===== src/rtl/bcc_pkg.sv =====
package bcc_pkg;

  localparam int STAT_W = 3;
  localparam int NCMD   = 7;

  // command slot indices
  localparam int CI_MRD   = 0;
  localparam int CI_MWR   = 1;
  localparam int CI_AMWR  = 2;
  localparam int CI_IORD  = 3;
  localparam int CI_IOWR  = 4;
  localparam int CI_AIOWR = 5;
  localparam int CI_INTA  = 6;

  typedef enum logic [STAT_W-1:0] {
    ST_INTA  = 3'b000,
    ST_IORD  = 3'b001,
    ST_IOWR  = 3'b010,
    ST_HALT  = 3'b011,
    ST_FETCH = 3'b100,
    ST_MRD   = 3'b101,
    ST_MWR   = 3'b110,
    ST_PASS  = 3'b111
  } bus_stat_e;

  typedef enum logic [2:0] {
    PH_IDLE = 3'd0,
    PH_T1   = 3'd1,
    PH_T2   = 3'd2,
    PH_T3   = 3'd3,
    PH_T4   = 3'd4
  } bus_phase_e;

  // commands that belong to the I/O side (gated differently in I/O-bus mode)
  function automatic bit is_io_cmd(int unsigned idx);
    return (idx == CI_IORD) || (idx == CI_IOWR) ||
           (idx == CI_AIOWR) || (idx == CI_INTA);
  endfunction

  // cycle kinds whose data flows toward the processor
  function automatic logic kind_reads(bus_stat_e k);
    return (k == ST_INTA) || (k == ST_IORD) || (k == ST_FETCH) || (k == ST_MRD);
  endfunction

  // cycle kinds that transfer data at all
  function automatic logic kind_moves_data(bus_stat_e k);
    return (k != ST_HALT) && (k != ST_PASS);
  endfunction

  // ungated command set for a cycle kind in a given phase
  function automatic logic [NCMD-1:0] raw_cmds(bus_stat_e k, bus_phase_e p);
    logic [NCMD-1:0] r;
    logic win;
    logic late;
    win  = (p == PH_T2) || (p == PH_T3);
    late = (p == PH_T3);
    r    = '0;
    case (k)
      ST_INTA:         r[CI_INTA] = win;
      ST_IORD:         r[CI_IORD] = win;
      ST_IOWR: begin
        r[CI_IOWR]  = late;
        r[CI_AIOWR] = win;
      end
      ST_FETCH, ST_MRD: r[CI_MRD] = win;
      ST_MWR: begin
        r[CI_MWR]  = late;
        r[CI_AMWR] = win;
      end
      default: r = '0;
    endcase
    return r;
  endfunction

endpackage


===== src/rtl/bcc_phase_seq.sv =====
module bcc_phase_seq
  import bcc_pkg::*;
(
  input  logic       clk,
  input  logic       rst_n,
  input  bus_stat_e  stat,
  output bus_phase_e phase,
  output bus_stat_e  kind,
  output logic       cyc_start
);

  bus_stat_e stat_q;

  assign cyc_start = ((phase == PH_IDLE) || (phase == PH_T4)) &&
                     (stat != ST_PASS) && (stat_q == ST_PASS);

  always_ff @(posedge clk or negedge rst_n) begin
    if (!rst_n) begin
      phase  <= PH_IDLE;
      kind   <= ST_PASS;
      stat_q <= ST_PASS;
    end else begin
      stat_q <= stat;
      case (phase)
        PH_IDLE: begin
          if (cyc_start) begin
            phase <= PH_T1;
            kind  <= stat;
          end
        end
        PH_T1: phase <= PH_T2;
        PH_T2: phase <= PH_T3;
        PH_T3: if (stat == ST_PASS) phase <= PH_T4;
        PH_T4: begin
          if (cyc_start) begin
            phase <= PH_T1;
            kind  <= stat;
          end else begin
            phase <= PH_IDLE;
            kind  <= ST_PASS;
          end
        end
        default: phase <= PH_IDLE;
      endcase
    end
  end

  AST_WAIT_HOLDS: assert property (@(posedge clk) disable iff (!rst_n)
    (phase == PH_T3 && stat != ST_PASS) |=> (phase == PH_T3));

  AST_T4_AFTER_IDLE_CODE: assert property (@(posedge clk) disable iff (!rst_n)
    (phase == PH_T4) |-> ($past(stat) == ST_PASS));

  AST_KIND_HELD: assert property (@(posedge clk) disable iff (!rst_n)
    (phase == PH_T2 || phase == PH_T3) |-> $stable(kind));

endmodule


===== src/rtl/bcc_decode.sv =====
module bcc_decode
  import bcc_pkg::*;
(
  input  logic             clk,
  input  logic             rst_n,
  input  bus_phase_e       phase,
  input  bus_stat_e        kind,
  output logic [NCMD-1:0]  raw,
  output logic             ale,
  output logic             den,
  output logic             dir_tx
);

  always_comb begin
    raw    = raw_cmds(kind, phase);
    ale    = (phase == PH_T1);
    den    = ((phase == PH_T2) || (phase == PH_T3)) && kind_moves_data(kind);
    dir_tx = !((phase != PH_IDLE) && kind_reads(kind));
  end

  AST_HALT_QUIET: assert property (@(posedge clk) disable iff (!rst_n)
    (kind == ST_HALT) |-> (raw == '0 && !den));

  AST_ALE_ONE_CLOCK: assert property (@(posedge clk) disable iff (!rst_n)
    ale |=> !ale);

endmodule


===== src/rtl/bcc_gate.sv =====
module bcc_gate
  import bcc_pkg::*;
#(
  parameter int N = NCMD
) (
  input  logic         clk,
  input  logic         rst_n,
  input  logic [N-1:0] raw,
  input  logic         ale,
  input  logic         cmd_gate,
  input  logic         addr_gate_n,
  input  logic         io_bus_sel,
  output logic [N-1:0] cmd_n
);

  logic mem_ok;
  logic io_ok;

  assign mem_ok = cmd_gate && (io_bus_sel || !addr_gate_n);
  assign io_ok  = io_bus_sel || (cmd_gate && !addr_gate_n);

  for (genvar g = 0; g < N; g++) begin : g_cmd
    localparam bit IS_IO = is_io_cmd(g);
    if (IS_IO) begin : g_io
      assign cmd_n[g] = ~(raw[g] & io_ok);
    end else begin : g_mem
      assign cmd_n[g] = ~(raw[g] & mem_ok);
    end
  end

  AST_ONE_CMD: assert property (@(posedge clk) disable iff (!rst_n)
    $countones(~{cmd_n[CI_MRD], cmd_n[CI_MWR], cmd_n[CI_IORD],
                 cmd_n[CI_IOWR], cmd_n[CI_INTA]}) <= 1);

  AST_MEM_EARLY_LEADS: assert property (@(posedge clk) disable iff (!rst_n)
    !cmd_n[CI_MWR] |-> !cmd_n[CI_AMWR]);

  AST_IO_EARLY_LEADS: assert property (@(posedge clk) disable iff (!rst_n)
    !cmd_n[CI_IOWR] |-> !cmd_n[CI_AIOWR]);

  AST_NO_CMD_IN_T1: assert property (@(posedge clk) disable iff (!rst_n)
    ale |-> (&cmd_n));

endmodule


===== src/rtl/bus_cmd_ctrl.sv =====
module bus_cmd_ctrl
  import bcc_pkg::*;
(
  input  logic             clk,
  input  logic             rst_n,
  input  logic [STAT_W-1:0] bus_stat,
  input  logic             cmd_gate,
  input  logic             addr_gate_n,
  input  logic             io_bus_sel,
  output logic             mem_rd_n,
  output logic             mem_wr_n,
  output logic             mem_wr_early_n,
  output logic             io_rd_n,
  output logic             io_wr_n,
  output logic             io_wr_early_n,
  output logic             int_ack_n,
  output logic             addr_strobe,
  output logic             data_en,
  output logic             data_dir_tx
);

  bus_stat_e       stat_e;
  bus_phase_e      phase;
  bus_stat_e       kind;
  logic            cyc_start;
  logic [NCMD-1:0] raw;
  logic [NCMD-1:0] cmd_n;
  logic            ale;
  logic            den;
  logic            dir_tx;

  assign stat_e = bus_stat_e'(bus_stat);

  bcc_phase_seq u_seq (
    .clk       (clk),
    .rst_n     (rst_n),
    .stat      (stat_e),
    .phase     (phase),
    .kind      (kind),
    .cyc_start (cyc_start)
  );

  bcc_decode u_dec (
    .clk    (clk),
    .rst_n  (rst_n),
    .phase  (phase),
    .kind   (kind),
    .raw    (raw),
    .ale    (ale),
    .den    (den),
    .dir_tx (dir_tx)
  );

  bcc_gate #(.N(NCMD)) u_gate (
    .clk         (clk),
    .rst_n       (rst_n),
    .raw         (raw),
    .ale         (ale),
    .cmd_gate    (cmd_gate),
    .addr_gate_n (addr_gate_n),
    .io_bus_sel  (io_bus_sel),
    .cmd_n       (cmd_n)
  );

  assign mem_rd_n       = cmd_n[CI_MRD];
  assign mem_wr_n       = cmd_n[CI_MWR];
  assign mem_wr_early_n = cmd_n[CI_AMWR];
  assign io_rd_n        = cmd_n[CI_IORD];
  assign io_wr_n        = cmd_n[CI_IOWR];
  assign io_wr_early_n  = cmd_n[CI_AIOWR];
  assign int_ack_n      = cmd_n[CI_INTA];
  assign addr_strobe    = ale;
  assign data_en        = den;
  assign data_dir_tx    = dir_tx;

  AST_START_GIVES_T1: assert property (@(posedge clk) disable iff (!rst_n)
    cyc_start |=> addr_strobe);

  AST_READ_DIRECTION: assert property (@(posedge clk) disable iff (!rst_n)
    (!mem_rd_n || !io_rd_n || !int_ack_n) |-> !data_dir_tx);

endmodule


===== config.mk =====
export PLATFORM = sky130hd
export DESIGN_NAME = bus_cmd_ctrl
export DESIGN_NICKNAME = d
export VERILOG_FILES = /design/src/rtl/bcc_pkg.sv /design/src/rtl/bcc_phase_seq.sv /design/src/rtl/bcc_decode.sv /design/src/rtl/bcc_gate.sv /design/src/rtl/bus_cmd_ctrl.sv
export SDC_FILE = /design/constraint.sdc
export NUM_CORES = 1
export LEC_CHECK = 0
export BUFFER_PORTS_ARGS = -buffer_cell sky130_fd_sc_hd__buf_2
export CAP_MARGIN = 20
export CORE_AREA = 10 10 47 49
export DETAILED_ROUTE_END_ITERATION = 8
export DIE_AREA = 0 0 57 59
export MAX_ROUTING_LAYER = met4
export PLACE_DENSITY = 0.68
export SYNTH_ARGS = -nofsm -noshare
export SYNTH_HDL_FRONTEND = slang
export SYNTH_HIERARCHICAL = 1
export SYNTH_SLANG_ARGS = --single-unit

===== constraint.sdc =====
create_clock -name clk -period 1.25 [get_ports clk]
set_input_delay 0.0625 -clock clk [delete_from_list [all_inputs] [get_ports clk]]
set_output_delay 0.0625 -clock clk [all_outputs]
set_load 0.05 [all_outputs]

==> flow_metrics.tcl <==
set metrics [dict create \
    status "finished, violations left" \
    violations "setup timing" \
    clock-skew-final_ns 0.00146 \
    p_leak_nw 0.417 \
    syn-mean-instance-area_um2 10.1 \
    switching_share 0.424 \
    pre_cts_ws_ns -0.114 \
    synth_area_um2 534 \
    grt_pass1_wl_um 2450 \
    timing.final.hold_violations 0 \
    area_growth_pct 80.1 \
    drv_cap 0 \
    finalSetupViolations 14 \
    worstSetupEndpointType "output pin" \
    seqPwrFrac 0.258 \
    grt_max_degree 10 \
    clk_pin_slew_ns 0.06 \
    drt-total-wl_um 1530 \
    powerDensity_nw_per_um2 1980 \
    cts_buffers 3 \
    cp_top_family "flip-flops" \
    syn_nets 61 \
    drt_pass1_iterations 4 \
    cp.arrival_ns 1.51 \
    critical_path.cell_chain "nor4bb_4 > and3_1 > o211ai_1 > buf_4" \
    wl_per_cell_um 14.4 \
    crit_cells 4 \
    overflow 0 \
    slew_viol_final 0 \
    vias 538 \
    drt_iter0_drc 11 \
    crit_start "u_seq/kind[1]$_DFFE_PN1P_" \
    ff2ff_setup_slack_ns -0.15 \
    final_cell_mix "buf_4 (12), buf_6 (9), buf_2 (7), dfstp_2 (6), o21ai_2 (5)" \
    instances_no_fill 106 \
    grt_usage 0.0913 \
    cpMaxStageDelayCell "dfstp_2" \
    comb_power_share 0.628 \
    critical_path_required_ns 1.19 \
    final_antenna_net_count 0 \
    worst_pin_slew_ns 0.252 \
    min_period_over_period 1.26 \
    rsz0062_at_grt "yes" \
    period_needed_ns 1.57 \
    grt_pass1_vias 560 \
    setup_slack_ns -0.320 \
    critPathBufInv 1 \
    die_y_um 59 \
    viasPerCell 5.08 \
    die_x_um 57 \
    remaining_drc_errors 0 \
    coreArea_um2 1400 \
    vdd_ir_drop_max_mv 1.07 \
    port_buffers 17 \
    crit_type "reg -> out" \
    r2r_start "u_seq/phase[1]$_DFFE_PN0P_" \
    cts_sinks 9 \
    crit_path_max_fanout 5 \
    fmax_mhz 637 \
    hp-class "in -> reg" \
    cts_max_level 1 \
    r2r-end "u_seq/kind[1]$_DFFE_PN1P_" \
    initial_core_util 0.381 \
    design.die.area_um2 3360 \
    dp.cells 93 \
    clock_latency_ns 0.25 \
    diodes 0 \
    total_power_mw 1.91 \
    synthCells 53 \
    slew_headroom 0.831 \
    rr_worst_depth 3 \
    cts_tree "yes" \
    drive_gt1_frac 0.678 \
    fillCellCount 114 \
    antenna_found_initial 0 \
    nets 99 \
    cp-endpoint "mem_wr_n" \
    rows 14 \
    min_from "bus_stat[2]" \
    p_int_mw 1.10 \
    p_sw_mw 0.810 \
    start_kind "register" \
    yosysWarnings 6 \
    cts-root-buf "clkbuf_4" \
    worst_path_largest_cell_delay_ns 0.57 \
    cts_max_path_buffers 2 \
    power.share.clock 0.114 \
    fin_tns_setup_ns -2.81 \
    ioPinCount 18 \
    mostFrequentLayoutCell "buf_4" \
    gp_congestion 0.792 \
]
metal layers:
layer / GRT usage / share of wire / vias to the layer above
met1: 0.0921 / 0.39 / 259
met2: 0.163 / 0.57 / 8
met4: 0.0436 / 0 / 0
li1: - / - / 271
met5: - / 0 / -
met3: 0.0215 / 0.038 / 0
state kept, by name (all words and copies together), names as in the netlist:
signal / count
u_seq/phase: 3
u_seq/stat_q: 3
u_seq/kind: 3
through the flow:
stage               utilization  hold slack, ns  instance area [µm²]
global route              0.687          0.0486                  962
detailed placement        0.510         -0.0823                  714
global placement          0.510         -0.0842                  714
finish                    0.687          0.0225                  962
CTS                       0.651          0.0143                  912
floorplan                     -          -0.233                  561
final cells by class:
cell class	count	area [µm²]	area share
clock buffers	4	26.3	0.0273
inverters	4	15.0	0.0156
multi-input cells	39	369	0.384
flip-flops and latches	9	235	0.244
well taps	16	20.0	0.0208
repair buffers	34	297	0.308
worst min-delay path by stage:
stage	to	slack, ns	cells after the start
2_1_floorplan	u_seq/phase[0]$_DFFE_PN0P_	-0.23	0
3_3_place_gp	u_seq/phase[0]$_DFFE_PN0P_	-0.08	1
3_5_place_dp	u_seq/phase[0]$_DFFE_PN0P_	-0.08	1
4_1_cts	u_seq/kind[2]$_DFFE_PN1P_	0.01	3
5_1_grt	u_seq/kind[2]$_DFFE_PN1P_	0.05	3
6_report	u_seq/kind[2]$_DFFE_PN1P_	0.02	3
power by group through the flow:
| stage | registers, mW | clock network (mW) | logic, mW |
|---|---|---|---|
| finish | 0.492 | 0.218 | 1.20 |
| floorplan | 0.501 | 0 | 0.541 |
| CTS | 0.483 | 0.226 | 1.13 |
| global route | 0.509 | 0.238 | 1.27 |
| detailed placement | 0.488 | 0 | 0.827 |
| global placement | 0.483 | 0 | 0.818 |
worst reg2reg max path: stages (launching register included):
cell and delay [ns]:
dfrtp_2 0.44, buf_6 0.13, or4_4 0.53, mux2i_2 0.22
what timing repair did:
item	4_1_cts	5_1_grt
cloned	0	0
gates resized for setup	29	8
pin swaps	12	4
setup endpoints to repair	13	14
setup buffers	3	2
hold buffers	4	0
endpoints found under the hold margin	12	0
Power figures use the tool's default switching activity.
